### src/rtl/dla_pkg.sv
package dla_pkg;

  localparam int DLA_MAX_AW = 64;
  localparam int DLA_NLINES = 2;

  typedef enum logic [2:0] {
    S_IDLE   = 3'd0,
    S_LDRAIN = 3'd1,
    S_ACQ_LO = 3'd2,
    S_ACQ_HI = 3'd3,
    S_OP     = 3'd4,
    S_SDRAIN = 3'd5,
    S_REL    = 3'd6
  } seq_state_t;

  // True when the pair must be swapped so the smaller line comes first.
  function automatic logic need_swap(input logic [DLA_MAX_AW-1:0] a,
                                     input logic [DLA_MAX_AW-1:0] b);
    return b < a;
  endfunction

  // True when two separate lines really have to be acquired.
  function automatic logic spans_two(input logic two_flag,
                                     input logic [DLA_MAX_AW-1:0] a,
                                     input logic [DLA_MAX_AW-1:0] b);
    return two_flag && (a != b);
  endfunction

endpackage

### src/rtl/dla_order.sv
module dla_order #(
  parameter int AW = 26
) (
  input  logic [AW-1:0] addr_a,
  input  logic [AW-1:0] addr_b,
  input  logic          two_line,
  output logic [AW-1:0] line_lo,
  output logic [AW-1:0] line_hi,
  output logic          dual
);
  import dla_pkg::*;

  localparam int PADW = DLA_MAX_AW - AW;

  logic [DLA_MAX_AW-1:0] wide_a;
  logic [DLA_MAX_AW-1:0] wide_b;
  logic                  swap;

  assign wide_a = {{PADW{1'b0}}, addr_a};
  assign wide_b = {{PADW{1'b0}}, addr_b};
  assign dual   = spans_two(two_line, wide_a, wide_b);
  assign swap   = dual && need_swap(wide_a, wide_b);

  always_comb begin
    if (!dual) begin
      line_lo = addr_a;
      line_hi = addr_a;
    end else if (swap) begin
      line_lo = addr_b;
      line_hi = addr_a;
    end else begin
      line_lo = addr_a;
      line_hi = addr_b;
    end
  end

endmodule

### src/rtl/dla_seq_fsm.sv
module dla_seq_fsm #(
  parameter int AW     = 26,
  parameter int NLINES = 2
) (
  input  logic                       clk,
  input  logic                       rst_n,
  input  logic                       req_valid,
  input  logic [AW-1:0]              lo_in,
  input  logic [AW-1:0]              hi_in,
  input  logic                       dual_in,
  output logic                       req_ready,
  output logic                       ld_drain_req,
  input  logic                       ld_drain_done,
  output logic                       own_req,
  output logic [AW-1:0]              own_addr,
  input  logic                       own_grant,
  output logic                       op_start,
  input  logic                       op_done,
  output logic                       st_drain_req,
  input  logic                       st_drain_done,
  output logic                       done,
  output logic [NLINES-1:0]          blk,
  output logic [NLINES-1:0][AW-1:0]  lines_q,
  output logic                       dual_q,
  output logic                       accept_evt,
  output logic                       grant_evt,
  output logic                       release_evt
);
  import dla_pkg::*;

  seq_state_t st;

  assign accept_evt  = (st == S_IDLE) && req_valid;
  assign grant_evt   = own_req && own_grant;
  assign release_evt = (st == S_SDRAIN) && st_drain_done;

  always_ff @(posedge clk or negedge rst_n) begin
    if (!rst_n) begin
      st      <= S_IDLE;
      blk     <= '0;
      lines_q <= '0;
      dual_q  <= 1'b0;
    end else begin
      unique case (st)
        S_IDLE: begin
          if (accept_evt) begin
            lines_q[0] <= lo_in;
            lines_q[1] <= hi_in;
            dual_q     <= dual_in;
            st         <= S_LDRAIN;
          end
        end
        S_LDRAIN: begin
          if (ld_drain_done) st <= S_ACQ_LO;
        end
        S_ACQ_LO: begin
          if (own_grant) begin
            blk[0] <= 1'b1;
            st     <= dual_q ? S_ACQ_HI : S_OP;
          end
        end
        S_ACQ_HI: begin
          if (own_grant) begin
            blk[1] <= 1'b1;
            st     <= S_OP;
          end
        end
        S_OP: begin
          if (op_done) st <= S_SDRAIN;
        end
        S_SDRAIN: begin
          if (release_evt) begin
            blk <= '0;
            st  <= S_REL;
          end
        end
        S_REL: st <= S_IDLE;
        default: st <= S_IDLE;
      endcase
    end
  end

  always_comb begin
    req_ready    = (st == S_IDLE);
    ld_drain_req = (st == S_LDRAIN);
    own_req      = (st == S_ACQ_LO) || (st == S_ACQ_HI);
    own_addr     = (st == S_ACQ_HI) ? lines_q[1] : lines_q[0];
    op_start     = (st == S_OP);
    st_drain_req = (st == S_SDRAIN);
    done         = (st == S_REL);
  end

endmodule

### src/rtl/dla_snoop_gate.sv
module dla_snoop_gate #(
  parameter int AW     = 26,
  parameter int NLINES = 2
) (
  input  logic                      snp_valid,
  input  logic [AW-1:0]             snp_addr,
  input  logic [NLINES-1:0]         blk,
  input  logic [NLINES-1:0][AW-1:0] lines_q,
  output logic                      snp_ready,
  output logic                      snp_stall
);
  logic [NLINES-1:0] hit;

  for (genvar i = 0; i < NLINES; i++) begin : g_line
    assign hit[i] = blk[i] && (snp_addr == lines_q[i]);
  end

  assign snp_stall = snp_valid && (|hit);
  assign snp_ready = !snp_stall;

endmodule

### src/rtl/dual_line_atomic_seq.sv
module dual_line_atomic_seq #(
  parameter int LINE_AW = 26
) (
  input  logic               clk,
  input  logic               rst_n,
  input  logic               req_valid,
  output logic               req_ready,
  input  logic [LINE_AW-1:0] req_addr_a,
  input  logic [LINE_AW-1:0] req_addr_b,
  input  logic               req_two_line,
  output logic               ld_drain_req,
  input  logic               ld_drain_done,
  output logic               own_req,
  output logic [LINE_AW-1:0] own_addr,
  input  logic               own_grant,
  output logic               op_start,
  input  logic               op_done,
  output logic               st_drain_req,
  input  logic               st_drain_done,
  input  logic               snp_valid,
  input  logic [LINE_AW-1:0] snp_addr,
  output logic               snp_ready,
  output logic               done
);
  localparam int NLINES = dla_pkg::DLA_NLINES;

  logic [LINE_AW-1:0]              ord_lo;
  logic [LINE_AW-1:0]              ord_hi;
  logic                            ord_dual;
  logic [NLINES-1:0]               blk;
  logic [NLINES-1:0][LINE_AW-1:0]  lines_q;
  logic                            dual_q;
  logic                            accept_evt;
  logic                            grant_evt;
  logic                            release_evt;
  logic                            snp_stall;

  dla_order #(.AW(LINE_AW)) u_order (
    .addr_a   (req_addr_a),
    .addr_b   (req_addr_b),
    .two_line (req_two_line),
    .line_lo  (ord_lo),
    .line_hi  (ord_hi),
    .dual     (ord_dual)
  );

  dla_seq_fsm #(.AW(LINE_AW), .NLINES(NLINES)) u_fsm (
    .clk           (clk),
    .rst_n         (rst_n),
    .req_valid     (req_valid),
    .lo_in         (ord_lo),
    .hi_in         (ord_hi),
    .dual_in       (ord_dual),
    .req_ready     (req_ready),
    .ld_drain_req  (ld_drain_req),
    .ld_drain_done (ld_drain_done),
    .own_req       (own_req),
    .own_addr      (own_addr),
    .own_grant     (own_grant),
    .op_start      (op_start),
    .op_done       (op_done),
    .st_drain_req  (st_drain_req),
    .st_drain_done (st_drain_done),
    .done          (done),
    .blk           (blk),
    .lines_q       (lines_q),
    .dual_q        (dual_q),
    .accept_evt    (accept_evt),
    .grant_evt     (grant_evt),
    .release_evt   (release_evt)
  );

  dla_snoop_gate #(.AW(LINE_AW), .NLINES(NLINES)) u_snoop (
    .snp_valid (snp_valid),
    .snp_addr  (snp_addr),
    .blk       (blk),
    .lines_q   (lines_q),
    .snp_ready (snp_ready),
    .snp_stall (snp_stall)
  );

endmodule

### config.mk
export PLATFORM = sky130hd
export DESIGN_NAME = dual_line_atomic_seq
export DESIGN_NICKNAME = d
export VERILOG_FILES = /design/src/rtl/dla_pkg.sv /design/src/rtl/dla_order.sv /design/src/rtl/dla_seq_fsm.sv /design/src/rtl/dla_snoop_gate.sv /design/src/rtl/dual_line_atomic_seq.sv
export SDC_FILE = /design/constraint.sdc
export NUM_CORES = 1
export LEC_CHECK = 0
export BUFFER_PORTS_ARGS = -buffer_cell sky130_fd_sc_hd__buf_2
export CORE_ASPECT_RATIO = 0.9
export CORE_MARGIN = 3
export CORE_UTILIZATION = 41
export CTS_CLUSTER_SIZE = 25
export DETAILED_ROUTE_END_ITERATION = 10
export GPL_ROUTABILITY_DRIVEN = 0
export REMOVE_ABC_BUFFERS = 1
export SETUP_SLACK_MARGIN = 0.5
export SLEW_MARGIN = 25
export SYNTH_ARGS = -nofsm -noshare
export SYNTH_HDL_FRONTEND = slang
export SYNTH_SLANG_ARGS = --single-unit
### constraint.sdc
create_clock -name clk -period 3.1 [get_ports clk]
set_input_delay 0.31 -clock clk [delete_from_list [all_inputs] [get_ports clk]]
set_output_delay 0.31 -clock clk [all_outputs]
set_load 0.05 [all_outputs]
# --- Word level (Yosys, flattened, before mapping) ---
# Cells that the tools add are included.
totals:
  output_inout_bits: 33
  register_bits: 58
  input_bits: 87
  elab_cells: 56
op_classes:
  muxes: 17
  n_lt_le_gt_ge: 1
  n_eq_ne: 15
  n_reduce_logical: 17
op_table:
  columns: ["cell", "n"]
  rows:
  - ["2-to-1 mux 26 bit", 5]
  - ["== test 26 bit", 2]
  - ["< comparator 26 bit", 1]
  - ["inequality test 26 bit", 1]
  - ["2-to-1 mux 3 bit", 7]
  - ["one-hot mux 3 bit (6 select lines)", 1]
  - ["== test 3 bit (second input constant)", 3]
  - ["inequality test 2 x 1 -> 1 bit (second input constant)", 4]
  - ["logical AND 1 bit", 7]
  - ["== test 3 x 2 -> 1 bit (second input constant)", 2]
  - ["AND reduction 3 bit", 2]
  - ["AND reduction 6 bit", 1]
  - ["inequality test 2 bit (second input constant)", 2]
  - ["one-hot mux 1 bit (2 select lines)", 2]
  - ["nonzero test 2 bit", 2]
  - ["== test 3 x 1 -> 1 bit (second input constant)", 1]
  - ["logical NOT 3 bit", 1]
  - ["2-to-1 mux 2 bit", 1]
  - ["AND reduction 2 bit", 1]
  - ["OR reduction 2 bit", 1]
  - ["logical NOT 1 bit", 1]
  - ["logical OR 1 bit", 1]
  - ["2-to-1 mux 1 bit", 1]

# --- Depth between registers and ports, before layout ---
depth:
  ltp_word: 5
  mapped_depth: 12
  depth_no_buf: 8

# --- By module ---
# Synthesis repeated with hierarchy kept, for this count alone.
hier_totals:
  cells_unflattened: 406
  hier_area_um2: 4626.9
by_module_without_submodules:
  columns: ["module", "n_inst", "seq_area_each_um2", "area_each_um2", "cells_each"]
  rows:
  - ["dla_seq_fsm", 1, 1451.4, 2652.5, 181]
  - ["dla_order", 1, 0.0, 1391.3, 152]
  - ["dla_snoop_gate", 1, 0.0, 583.1, 73]

# --- Worst setup path before layout ---
# OpenSTA, ideal clock, no wires.
synth_timing:
  kind: "register to register"
  from: "reg u_fsm.st[1]"
  to: "reg u_fsm.lines_q[47] (netlist bit)"
  path_slack_ps: 265
  stages_incl_launch_ff: 8
  t_arrival_ps: 2693
  synth_period_minus_slack_ps: 2835
  n_path_buf: 4
  setup_ps: 141
  t_required_ps: 2959
  cell_sequence: "dfrtp_1 > clkbuf_1 > nor3_1 > and2_1 > clkbuf_1 > clkbuf_1 > clkbuf_1 > a31oi_1"
synth_via:
  elab_chain_len: 3
synth_rtl:
  columns: ["element", "line_no", "source"]
  rows:
  - ["start, declared", "dla_seq_fsm.sv:31", "seq_state_t st;"]
  - ["start signal, assigned", "dla_seq_fsm.sv:59", "st <= dual_q ? S_ACQ_HI : S_OP;"]
  - ["logical NOT 3 bit *", null, null]
  - ["via req_ready", "dual_line_atomic_seq.sv:7", "output logic req_ready,"]
  - ["logical AND 1 bit", "dla_seq_fsm.sv:33", "assign accept_evt = (st == S_IDLE) && req_valid;"]
  - ["AND reduction 2 bit (no line) *", null, null]
  - ["end, declared", "dla_seq_fsm.sv:23", "output logic [NLINES-1:0][AW-1:0] lines_q,"]
# Mark *: on every way through the listed nets, which the timed path passes. The rest lies on a longest branch.
# A chain may end at the register's enable or synchronous reset.

# --- Worst setup path after layout ---
layout_timing:
  from: "reg u_fsm.lines_q[34] (netlist bit)"
  to: "out snp_ready"
layout_via:
  elab_chain_len: 5
layout_rtl:
  columns: ["element", "line_no", "source"]
  rows:
  - ["== test 26 bit", "dla_snoop_gate.sv:15", "assign hit[i] = blk[i] && (snp_addr == lines_q[i]);"]
  - ["logical AND 1 bit", "dla_snoop_gate.sv:15", null]
  - ["OR reduction 2 bit", "dla_snoop_gate.sv:18", "assign snp_stall = snp_valid && (|hit);"]
  - ["logical AND 1 bit", "dla_snoop_gate.sv:18", null]
  - ["logical NOT 1 bit", "dla_snoop_gate.sv:19", "assign snp_ready = !snp_stall;"]
  - ["end, declared", "dual_line_atomic_seq.sv:22", "output logic snp_ready,"]
# Every way passes these cells.

==> impl_metrics.yaml <==
place:
  dpl.hpwl_um: 10200
  pre_cts_ws_ps: 255
  dpl_cell_area_um2: 5160
  port_buffers: 119
logic_synthesis:
  yosys_warnings: 0
  ys_seq_elements: 58
  yosysMostFrequentCell: "dfrtp_1"
  synth.area.top_cells: "dfrtp_1, xnor2_1, mux2_2"
  synth_area_um2: 4390
  avgSynthCellArea_um2: 8.87
  yosysSeqAreaShare: 0.331
  synth_edf_count: 0
  synth.distinct_cells: 40
  synthCells: 495
  ys_async_sr_fraction: 1.00
  yosys.area.top_type_share: 0.331
  yosys-top-cells-count: "dfrtp_1, nor2_1, xnor2_1, a21oi_1, o21ai_0"
  synth_ff_type: "dfrtp_1"
  synth_top_cell_by_area: "dfrtp_1"
status:
  outcome: "finished, final reports clean"
global_routing:
  grt_pass1_wl_um: 21300
  grt_max_degree: 73
  grt_pass1_vias: 3998
  antenna_found_initial: 0
  gr-usage-all-layers: 0.227
  overflow: 0
detailed_routing:
  wl_per_cell_um: 18.5
  viasPerCell: 5.55
  vias: 4156
  drt_iter0_drc: 172
  drc: 0
  ant_nets: 0
  routed_wl_um: 13800
  firstDrtPassIters: 5
clock_network:
  clockBufferDepth: 2
  cts.clk_slew.worst_paths_ps: 50
  clk_latency_ps: 330
  cts_tree: "built"
  cts_buffers: 9
  root_buffer: "clkbuf_16"
  cts_max_level: 3
  clkSinkCount: 58
power:
  peakVddDrop_v: 0.000560
  power.density_nw_per_um2: 993
  leakagePower_nw: 2.63
worst_setup_path:
  path_class: "flip-flop to output port"
  path_max_fanout: 3
  worstSetupEndpointType: "output port"
  arrival_ps: 2260
  required_ps: 2790
  startpoint_type: "flip-flop"
die:
  die_width_um: 115
  ios: 120
  coreArea_um2: 10300
  rows: 35
  die-area_um2: 12000
  initial_core_util: 0.425
  die_y_um: 104
timing:
  fmax_ghz: 0.389
  final_max_slew_viol_count: 0
  clock_skew_ps: 5.25
  finalCriticalPeriod_ps: 2570
  tightest_slew_ps: 884
  finalSetupViolCount: 0
  fin_crit_sh: 0.829
  setup_slack_ps: 530
  rsz0062_at_grt: "yes"
  hold_viol_final: 0
  slew_headroom: 0.411
job:
  drv_cap: 0
finish:
  areaGrowthSynthToFinish_pct: 28.8
  layout-drive-gt1-share: 0.329
  antenna_cells: 0
  stdcell_area_um2: 5650
  fin_util: 0.547
  fillers: 942
  nets: 728
worst_hold_path:
  hold_class: "input pin to asynchronous set/reset pin"
==> repair_timing <==
action | CTS | global route
hold endpoints to repair | 0 | 0
gates cloned | 0 | 1
buffers inserted | 0 | 4
resized for setup | 6 | 13
hold buffers | 0 | 0
setup endpoints to repair | 1 | 4
pin swaps | 3 | 9
==> per-layer routing <==
| metal | track usage | wire length, µm |
|---|---|---|
| met5 | 0 | 0 |
| met4 | 0.0528 | 175 |
| met3 | 0.0448 | 839 |
| met2 | 0.354 | 6450 |
| met1 | 0.324 | 6370 |
==> placed cells by master (no fill, tap or decap), types with 12 or more instances in the layout <==
cell     Yosys  layout
a31oi_1     27      27
ha_1        26      26
dfrtp_1     58      58
o21ai_0     30      30
mux2i_1     27      25
buf_4        0      17
nand3_1     29      29
xnor2_1     52      43
buf_2        1     118
nand2_1     12      12
inv_1       28      28
mux2_2      29      29
nor2_1      57      57
a21oi_1     37      37
nand4_1     17      17
==> flip-flops by register name, indices dropped and copies added (netlist names) <==
name and flops:
u_fsm.st 3, u_fsm.dual_q 1, u_fsm.blk 2, u_fsm.lines_q 52
==> path summary, 6_finish.rpt <==
path	from	endpoint	slack [ps]	depth (start not counted)
worst max-delay path	u_fsm.lines_q[34]$_DFFE_PN0P_	snp_ready	530	6
worst min-delay path	rst_n	u_fsm.lines_q[29]$_DFFE_PN0P_	100	1
min in group clk	st_drain_done	u_fsm.blk[1]$_DFFE_PN0P_	190	2
worst max register to register	u_fsm.st[0]$_DFFE_PN0P_	u_fsm.lines_q[40]$_DFFE_PN0P_	1030	5
worst min register to register	u_fsm.blk[0]$_DFFE_PN0P_	u_fsm.blk[0]$_DFFE_PN0P_	570	2
max in group asynchronous	rst_n	u_fsm.lines_q[43]$_DFFE_PN0P_	2260	2
==> worst max-delay path, stage by stage (launching register included) <==
cell     delay (ps)
dfrtp_1         430
xnor2_2         150
nand4_1         150
or4_4           570
nor4_4          310
o21ai_0         130
buf_4           200
==> power by group <==
group	total, W	switching, W	leakage [nW]	internal (W)
Combinational	0.00301	0.00189	1.82	0.00112
Sequential	0.00153	0.000394	0.644	0.00113
Clock	0.00107	0.000353	0.162	0.000719
==> logic make-up after synthesis <==
family | count (synthesis) | synth area share
flops | 58 | 0.331
simple gates | 134 | 0.146
mux | 56 | 0.136
xor+xnor | 52 | 0.104
buf+inv | 58 | 0.0607
compound gates | 111 | 0.149
fa+ha+maj | 26 | 0.0741
==> through the flow <==
stage | TNS, ps | power, W | hold WS [ps] | instances
2_1_floorplan | -43940 | 0.00365 | 14.4 | 465
3_3_place_gp | 0 | 0.00438 | 484 | 728
3_5_place_dp | 0 | 0.00442 | 484 | 728
4_1_cts | 0 | 0.00554 | 134 | 744
5_1_grt | 0 | 0.00593 | 169 | 749
6_report | 0 | 0.00561 | 102 | 749
==> area by class of cell <==
type                    instances  area, µm²  share of cell area
multi-input cells             379       2810               0.497
flip-flops and latches         58       1450               0.257
repair buffers                139        803               0.142
clock buffers                  10        239              0.0423
well taps                     129        161              0.0286
inverters                      28        105              0.0186
clock inverters                 6       80.1              0.0142
No activity file was read; power rests on OpenSTA's default activity.
